## config.mk

```make
export PLATFORM = sky130hd
export DESIGN_NAME = card_clk_sel
export DESIGN_NICKNAME = d
export VERILOG_FILES = /design/src/rtl/ccs_pkg.sv /design/src/rtl/ccs_req_latch.sv /design/src/rtl/ccs_card_gen.sv /design/src/rtl/ccs_aux_gen.sv /design/src/rtl/card_clk_sel.sv
export SDC_FILE = /design/constraint.sdc
export NUM_CORES = 1
export LEC_CHECK = 0
export ABC_AREA = 0
export BUFFER_PORTS_ARGS = -buffer_cell sky130_fd_sc_hd__buf_2
export CAP_MARGIN = 40
export CORE_MARGIN = 2
export CORE_UTILIZATION = 25
export DETAILED_ROUTE_END_ITERATION = 10
export HOLD_SLACK_MARGIN = 0.06
export PLACE_DENSITY = 0.42
export SETUP_SLACK_MARGIN = 0.15
export SKIP_CTS_REPAIR_TIMING = 1
export SLEW_MARGIN = 20
export SYNTH_ARGS = -nofsm -noshare
export SYNTH_HDL_FRONTEND = slang
export SYNTH_SLANG_ARGS = --single-unit
```

## constraint.sdc

```tcl
create_clock -name clk -period 3.1 [get_ports clk]
set_clock_uncertainty 0.05 [all_clocks]
set_input_delay 0.62 -clock clk [delete_from_list [all_inputs] [get_ports clk]]
set_output_delay 0.62 -clock clk [all_outputs]
set_load 0.05 [all_outputs]
```

## src/rtl/ccs_pkg.sv

```systemverilog
package ccs_pkg;

    typedef enum logic [2:0] {
        SRC_SLOW  = 3'd0,
        SRC_FAST  = 3'd1,
        SRC_OSC   = 3'd2,
        SRC_PARK  = 3'd3,
        SRC_STB   = 3'd4,
        SRC_SLEEP = 3'd5
    } src_e;

    typedef struct packed {
        logic       stb;
        logic [1:0] code;
    } sel_t;

    localparam sel_t SEL_RESET = '{stb: 1'b0, code: 2'b11};

    function automatic src_e pick_src(input logic sleep, input sel_t s);
        src_e r;
        if (sleep)        r = SRC_SLEEP;
        else if (s.stb)   r = SRC_STB;
        else begin
            case (s.code)
                2'b00:   r = SRC_SLOW;
                2'b01:   r = SRC_FAST;
                2'b10:   r = SRC_OSC;
                default: r = SRC_PARK;
            endcase
        end
        return r;
    endfunction

    function automatic logic aux_from_xtal(input src_e s);
        return !(s == SRC_OSC || s == SRC_SLEEP);
    endfunction

endpackage

```

## src/rtl/ccs_req_latch.sv

```systemverilog
module ccs_req_latch
    import ccs_pkg::*;
(
    input  logic       clk,
    input  logic       rst,
    input  logic       act_start,
    input  logic       use_strobe,
    input  logic [1:0] div_code,
    output sel_t       req
);

    always_ff @(posedge clk) begin
        if (rst) begin
            req <= SEL_RESET;
        end else if (act_start) begin
            req.stb  <= use_strobe;
            req.code <= div_code;
        end
    end

endmodule

```

## src/rtl/ccs_card_gen.sv

```systemverilog
module ccs_card_gen
    import ccs_pkg::*;
#(
    parameter int SLOW_DIV = 4,
    parameter int FAST_DIV = 2
) (
    input  logic clk,
    input  logic rst,
    input  src_e want,
    input  logic osc_tick,
    input  logic strobe_in,
    input  logic clk_en,
    output logic card_clk,
    output src_e cur
);

    localparam int SLOW_HALF = SLOW_DIV / 2;
    localparam int FAST_HALF = FAST_DIV / 2;
    localparam int CW        = $clog2(SLOW_HALF + 1);

    logic [CW-1:0] cnt_q, cnt_n, cnt_gen;
    logic          card_q, card_n, gen_lvl;
    src_e          cur_q, cur_n;

    always_comb begin
        gen_lvl = 1'b0;
        cnt_gen = '0;
        case (cur_q)
            SRC_SLOW: begin
                if (cnt_q == CW'(SLOW_HALF - 1)) begin
                    gen_lvl = !card_q;
                    cnt_gen = '0;
                end else begin
                    gen_lvl = card_q;
                    cnt_gen = cnt_q + CW'(1);
                end
            end
            SRC_FAST: begin
                if (cnt_q == CW'(FAST_HALF - 1)) begin
                    gen_lvl = !card_q;
                    cnt_gen = '0;
                end else begin
                    gen_lvl = card_q;
                    cnt_gen = cnt_q + CW'(1);
                end
            end
            SRC_OSC:  gen_lvl = card_q ^ osc_tick;
            SRC_STB:  gen_lvl = strobe_in;
            default:  gen_lvl = 1'b0;
        endcase
    end

    always_comb begin
        cur_n  = cur_q;
        cnt_n  = cnt_gen;
        card_n = gen_lvl;
        if (want != cur_q && !card_q) begin
            cur_n  = want;
            cnt_n  = '0;
            card_n = 1'b0;
        end else if (!clk_en) begin
            if (!card_q) begin
                card_n = 1'b0;
                cnt_n  = '0;
            end else begin
                card_n = gen_lvl;
            end
        end
    end

    always_ff @(posedge clk) begin
        if (rst) begin
            cur_q  <= SRC_PARK;
            cnt_q  <= '0;
            card_q <= 1'b0;
        end else begin
            cur_q  <= cur_n;
            cnt_q  <= cnt_n;
            card_q <= card_n;
        end
    end

    assign card_clk = card_q;
    assign cur      = cur_q;

endmodule

```

## src/rtl/ccs_aux_gen.sv

```systemverilog
module ccs_aux_gen
    import ccs_pkg::*;
(
    input  logic clk,
    input  logic rst,
    input  src_e want,
    input  logic osc_tick,
    output logic aux_pass,
    output logic aux_div
);

    always_ff @(posedge clk) begin
        if (rst) begin
            aux_pass <= 1'b1;
            aux_div  <= 1'b0;
        end else begin
            aux_pass <= aux_from_xtal(want);
            if (osc_tick) aux_div <= !aux_div;
        end
    end

endmodule

```

## src/rtl/card_clk_sel.sv

```systemverilog
module card_clk_sel
    import ccs_pkg::*;
#(
    parameter int SLOW_DIV = 4,
    parameter int FAST_DIV = 2
) (
    input  logic       clk,
    input  logic       rst,
    input  logic       osc_tick,
    input  logic       strobe_in,
    input  logic       sleep_mode,
    input  logic       use_strobe,
    input  logic [1:0] div_code,
    input  logic       act_start,
    input  logic       clk_en,
    output logic       card_clk,
    output logic       aux_pass,
    output logic       aux_div
);

    sel_t req;
    src_e want;
    src_e cur;

    ccs_req_latch u_latch (
        .clk        (clk),
        .rst        (rst),
        .act_start  (act_start),
        .use_strobe (use_strobe),
        .div_code   (div_code),
        .req        (req)
    );

    assign want = pick_src(sleep_mode, req);

    ccs_card_gen #(
        .SLOW_DIV (SLOW_DIV),
        .FAST_DIV (FAST_DIV)
    ) u_card (
        .clk       (clk),
        .rst       (rst),
        .want      (want),
        .osc_tick  (osc_tick),
        .strobe_in (strobe_in),
        .clk_en    (clk_en),
        .card_clk  (card_clk),
        .cur       (cur)
    );

    ccs_aux_gen u_aux (
        .clk      (clk),
        .rst      (rst),
        .want     (want),
        .osc_tick (osc_tick),
        .aux_pass (aux_pass),
        .aux_div  (aux_div)
    );

endmodule

```

Word-level counts from Yosys, hierarchy flattened
Index checks and enable logic that the tools add are counted.
- bits in registers: 11
- input bits: 10
- output and inout port bits: 3
- word-level logic and storage cells: 40
- $add $sub $neg: 1
- eq/ne operators: 9
- multiplexer cells: 13
- bitwise logic cells: 1
- reduce and logical (&&, ||, !) cells: 9
- operators with widths (kind ; number):
    $mux 2 ; 4
    $eq 3x2->1 const B ; 2
    $eq 3x3->1 const B ; 2
    $mux 3 ; 2
    $pmux 2 s3 ; 1
    $eq 2x1->1 const B ; 2
    $logic_not 2->1 ; 2
    $mux 1 ; 4
    $pmux 1 s4 ; 1
    $pmux 2 s2 ; 1
    $eq 3x1->1 const B ; 1
    $logic_not 1->1 ; 3
    $logic_not 3->1 ; 1
    $ne 3x3->1 ; 1
    $add 2x1->2 const B ; 1
    $eq 2x2->1 const B ; 1
    $reduce_or 2->1 ; 1
    $logic_and 1x1->1 ; 1
    $logic_or 1x1->1 ; 1
    $xor 1x1->1 ; 1

Logic depth before layout (Yosys ltp)
- depth after elaboration: 7
- mapped depth: 7
- depth with buffers taken out: 7

Modules after synthesis
From an unflattened synthesis, not the netlist that was laid out.
- cell total of the unflattened synthesis: 63
- area, all modules: 599.3 µm²
- modules (own cells, without submodules) (module ; instances ; cells an instance ; area an instance (µm²) ; sequential area each (µm²)):
    ccs_card_gen ; 1 ; 42 ; 390.4 ; 120.1
    ccs_req_latch ; 1 ; 9 ; 103.8 ; 60.1
    ccs_aux_gen ; 1 ; 7 ; 75.1 ; 40.0
    card_clk_sel ; 1 ; 5 ; 30.0 ; 0.0

Least setup slack after synthesis
OpenSTA, ideal clock, no wires.
- path type: input to register
- start point: input sleep_mode
- end point: register u_card.cur_q[1], in the netlist u_card.cur[1]
- library setup time: 120 ps
- arrival: 1732 ps
- slack: 1198 ps
- stages: 6
- buffers on the path: 1
- cell sequence: or2_1 > a211oi_1 > a211oi_1 > or2_1 > buf_6 > a211o_1
- longest elaborated chain between the ends: 3
- ends and longest elaborated chain (item ; line ; RTL):
    from (decl) ; card_clk_sel.sv:11 ; input logic sleep_mode,
    $mux 3 * ; ccs_pkg.sv:21 ; if (sleep) r = SRC_SLEEP;
    $ne 3x3->1 ; ccs_card_gen.sv:57 ; if (want != cur_q && !card_q) begin
    $logic_and 1x1->1 ; ccs_card_gen.sv:57 ;
    to (signal assigned) ; ccs_card_gen.sv:77 ; cur_q <= cur_n;
    to (decl) ; ccs_card_gen.sv:23 ; src_e cur_q, cur_n;
Every way passes the cells marked *; elsewhere a longest branch is shown, timed or not.
A chain may end at the register's enable or synchronous reset.

Worst setup path in the final report
- start point: register u_card.card_q, in the netlist u_card.card_clk
- end point: output card_clk
- RTL lines (item ; line ; RTL):
    from (decl) ; ccs_card_gen.sv:22 ; logic card_q, card_n, gen_lvl;
    from (signal assigned) ; ccs_card_gen.sv:79 ; card_q <= card_n;
    to (decl) ; card_clk_sel.sv:16 ; output logic card_clk,
No word-level cell between the ends.

==> qor.txt <==
Status: finished, final reports clean
Final core occ: 0.298
Boundary Pins: 13
Net Count, Synth: 83
CORE AREA: 2450 µm²
Die height: 54.6 µm
Worst EP arrival: 1.14 ns
Final Hold Violating Endpoints: 0
Clock Power Share: 0.300
Crit path launch type: flop
Die ar.: 2980 µm²
Clock sink count: 11
CP max FO: 8
Final cycle utilization of the critical path: 0.584
First-pass GRT wire length: 1970 µm
Reg-to-reg startpoint: u_card.cur[0]
Inst Count DP: 107
CTS root buf: clkbuf_4
P_sw: 0.0000873 W
Residual DRC: 0
RSZ-0062 raised after global routing: false
Slowest stage delay, CP: 0.54 ns
Min-Delay Path Class: reg -> reg
Critical path class: reg -> out
CTS tree: built
Yosys warns: 0
Initial antenna violation count: 0
Crit path from: u_card.card_clk
Worst hold start: u_aux.aux_div
Commonest non-fill, non-tap cell in the layout: buf_2
Area grow syn2layout: 14.5%
Max Fclk: 553 MHz
Worst slew pin tran: 0.364 ns
Sequential area share after synthesis: 0.344
Pre-CTS worst setup slack: 1.04 ns
Final min period: 1.81 ns
Mapped cell area: 639 µm²
Worst rel slew slack: 0.757
Drt first-iter violations: 7
Number of buffers and inverters on the critical path: 1
Fin Setup TNS: 0 ns
Most frequent cells in the layout: buf_2, dfxtp_1, nor2_1
Largest net degree at the start of global routing: 11
Number of max-slew violations in the final report: 0
Crit-path cells: buf_2
Final wirelength: 1120 µm
Final setup violation count: 0
#FFs+latches synth: 11
Post-Synthesis Cells: 69
Reg power frac: 0.501
Share of cells above drive strength 1: 0.259
Sw Share: 0.276
Peak VDD IR: 0.000202 V
Pwr Density: 433 nW/µm²
Total grt overflow: 0
HPWL after detailed placement: 899 µm
Clock buffer depth: 2
Fin worst setup slack: 1.29 ns
Leakage: 0.310 nW
Die X: 54.6 µm
Non-Filler Instances: 111
Skew-Pair Late Insertion Delay: 0.26 ns
Rows: 18
Layout Nets: 96
N_diodes: 0
Initial Utilization: 0.260
Total track usage: 0.0952
Crit path capture type: primary output
Netlist cell types: 26
Vias: 494
Comb pwr share: 0.200
Number of global-route vias before repair: 452
Port bufs: 12
Max-Cap Viols: 0
Crit path max-delay family: flip-flops
CTS clock-pin slew for the worst setup and hold paths: 0.07 ns
Syn avg cell area: 9.27 µm²
Int Power: 0.000229 W
Vias per cell: 4.45
Slowest CP cell: dfxtp_1
ANT nets after route: 0
Drt first pass iters: 4
H-tree depth: 1
GPL Wtd Cong: 0.727
Critical Path RT: 2.43 ns
CTS Buf Count: 3
Drt wl/cell: 10.1 µm
-- layout make-up --
type / count / area (µm²)
tap: 30 / 37.5
inverter: 4 / 15.0
multi-input combinational: 50 / 373
clock buffer: 4 / 26.3
timing repair buffer: 12 / 60.1
fill: 269 / 1720
sequential: 11 / 220
-- synthesized netlist by cell type --
library cell,count,area share
o22a_2,1,0.016
xor2_1,2,0.027
a221oi_2,1,0.023
clkbuf_1,1,0.0059
buf_2,1,0.0078
nor2_1,9,0.053
a21oi_1,2,0.016
ha_1,4,0.078
and2b_2,1,0.014
mux2i_1,4,0.063
buf_6,2,0.035
or2b_1,1,0.012
dfxtp_1,11,0.34
or2_4,1,0.014
xnor2_1,3,0.041
or2_1,2,0.020
a22oi_1,1,0.012
or2_2,1,0.0098
or3_1,1,0.0098
a211oi_1,2,0.023
o21bai_1,2,0.023
inv_1,4,0.023
nor3_1,5,0.039
o22ai_2,1,0.020
nor2b_1,3,0.029
a211o_1,3,0.041
-- metal layers --
metal  vias up  track usage  wire length [µm]
li1        263            -                 -
met2        13        0.122               450
met4         0       0.0625                16
met3         2       0.0301                72
met1       216        0.133               584
met5         -            0                 0
-- power by group through the flow --
stage / Combinational (W) / Clock [W] / Sequential (W)
4_1_cts: 0.0000636 / 0.000102 / 0.000159
6_report: 0.0000632 / 0.0000949 / 0.000159
3_5_place_dp: 0.0000632 / 0 / 0.000162
3_3_place_gp: 0.0000644 / 0 / 0.000162
5_1_grt: 0.0000694 / 0.000112 / 0.000160
2_1_floorplan: 0.0000466 / 0 / 0.000167
-- worst paths after layout --
check | end | slack [ns] | depth (start not counted)
max | card_clk | 1.29 | 1
min | u_aux.aux_div | 0.47 | 2
max reg2reg | u_card.cur[1] | 1.37 | 5
min reg2reg | u_aux.aux_div | 0.47 | 2
-- sequential cells by signal, summed over array words and instances (netlist names) --
register and flops:
u_aux.aux_div 1, u_card.card_clk 1, u_card.cur 3, u_card.cnt_q 2
u_aux.aux_pass 1, u_latch.req 3
-- cells by family (layout without fill, tap and decap cells) --
| kind of cell | Yosys count | after routing | share of synthesized area |
|---|---|---|---|
| AND/OR/NAND/NOR | 24 | 24 | 0.200 |
| AO/OA/AOI/OAI | 13 | 13 | 0.174 |
| flip-flops | 11 | 11 | 0.344 |
| buffers and inverters | 8 | 20 | 0.0724 |
| XOR/XNOR | 5 | 5 | 0.0685 |
| adder cells (fa/ha/maj) | 4 | 4 | 0.0783 |
| multiplexers | 4 | 4 | 0.0626 |
-- metrics by stage --
stage	total power [W]	hold slack, ns	cell area (µm²)
floorplan	0.000214	0.443	639
global placement	0.000226	0.451	706
detailed placement	0.000225	0.462	706
CTS	0.000324	0.480	732
global route	0.000341	0.490	732
finish	0.000317	0.471	732
No activity file was read; power rests on OpenSTA's default activity.
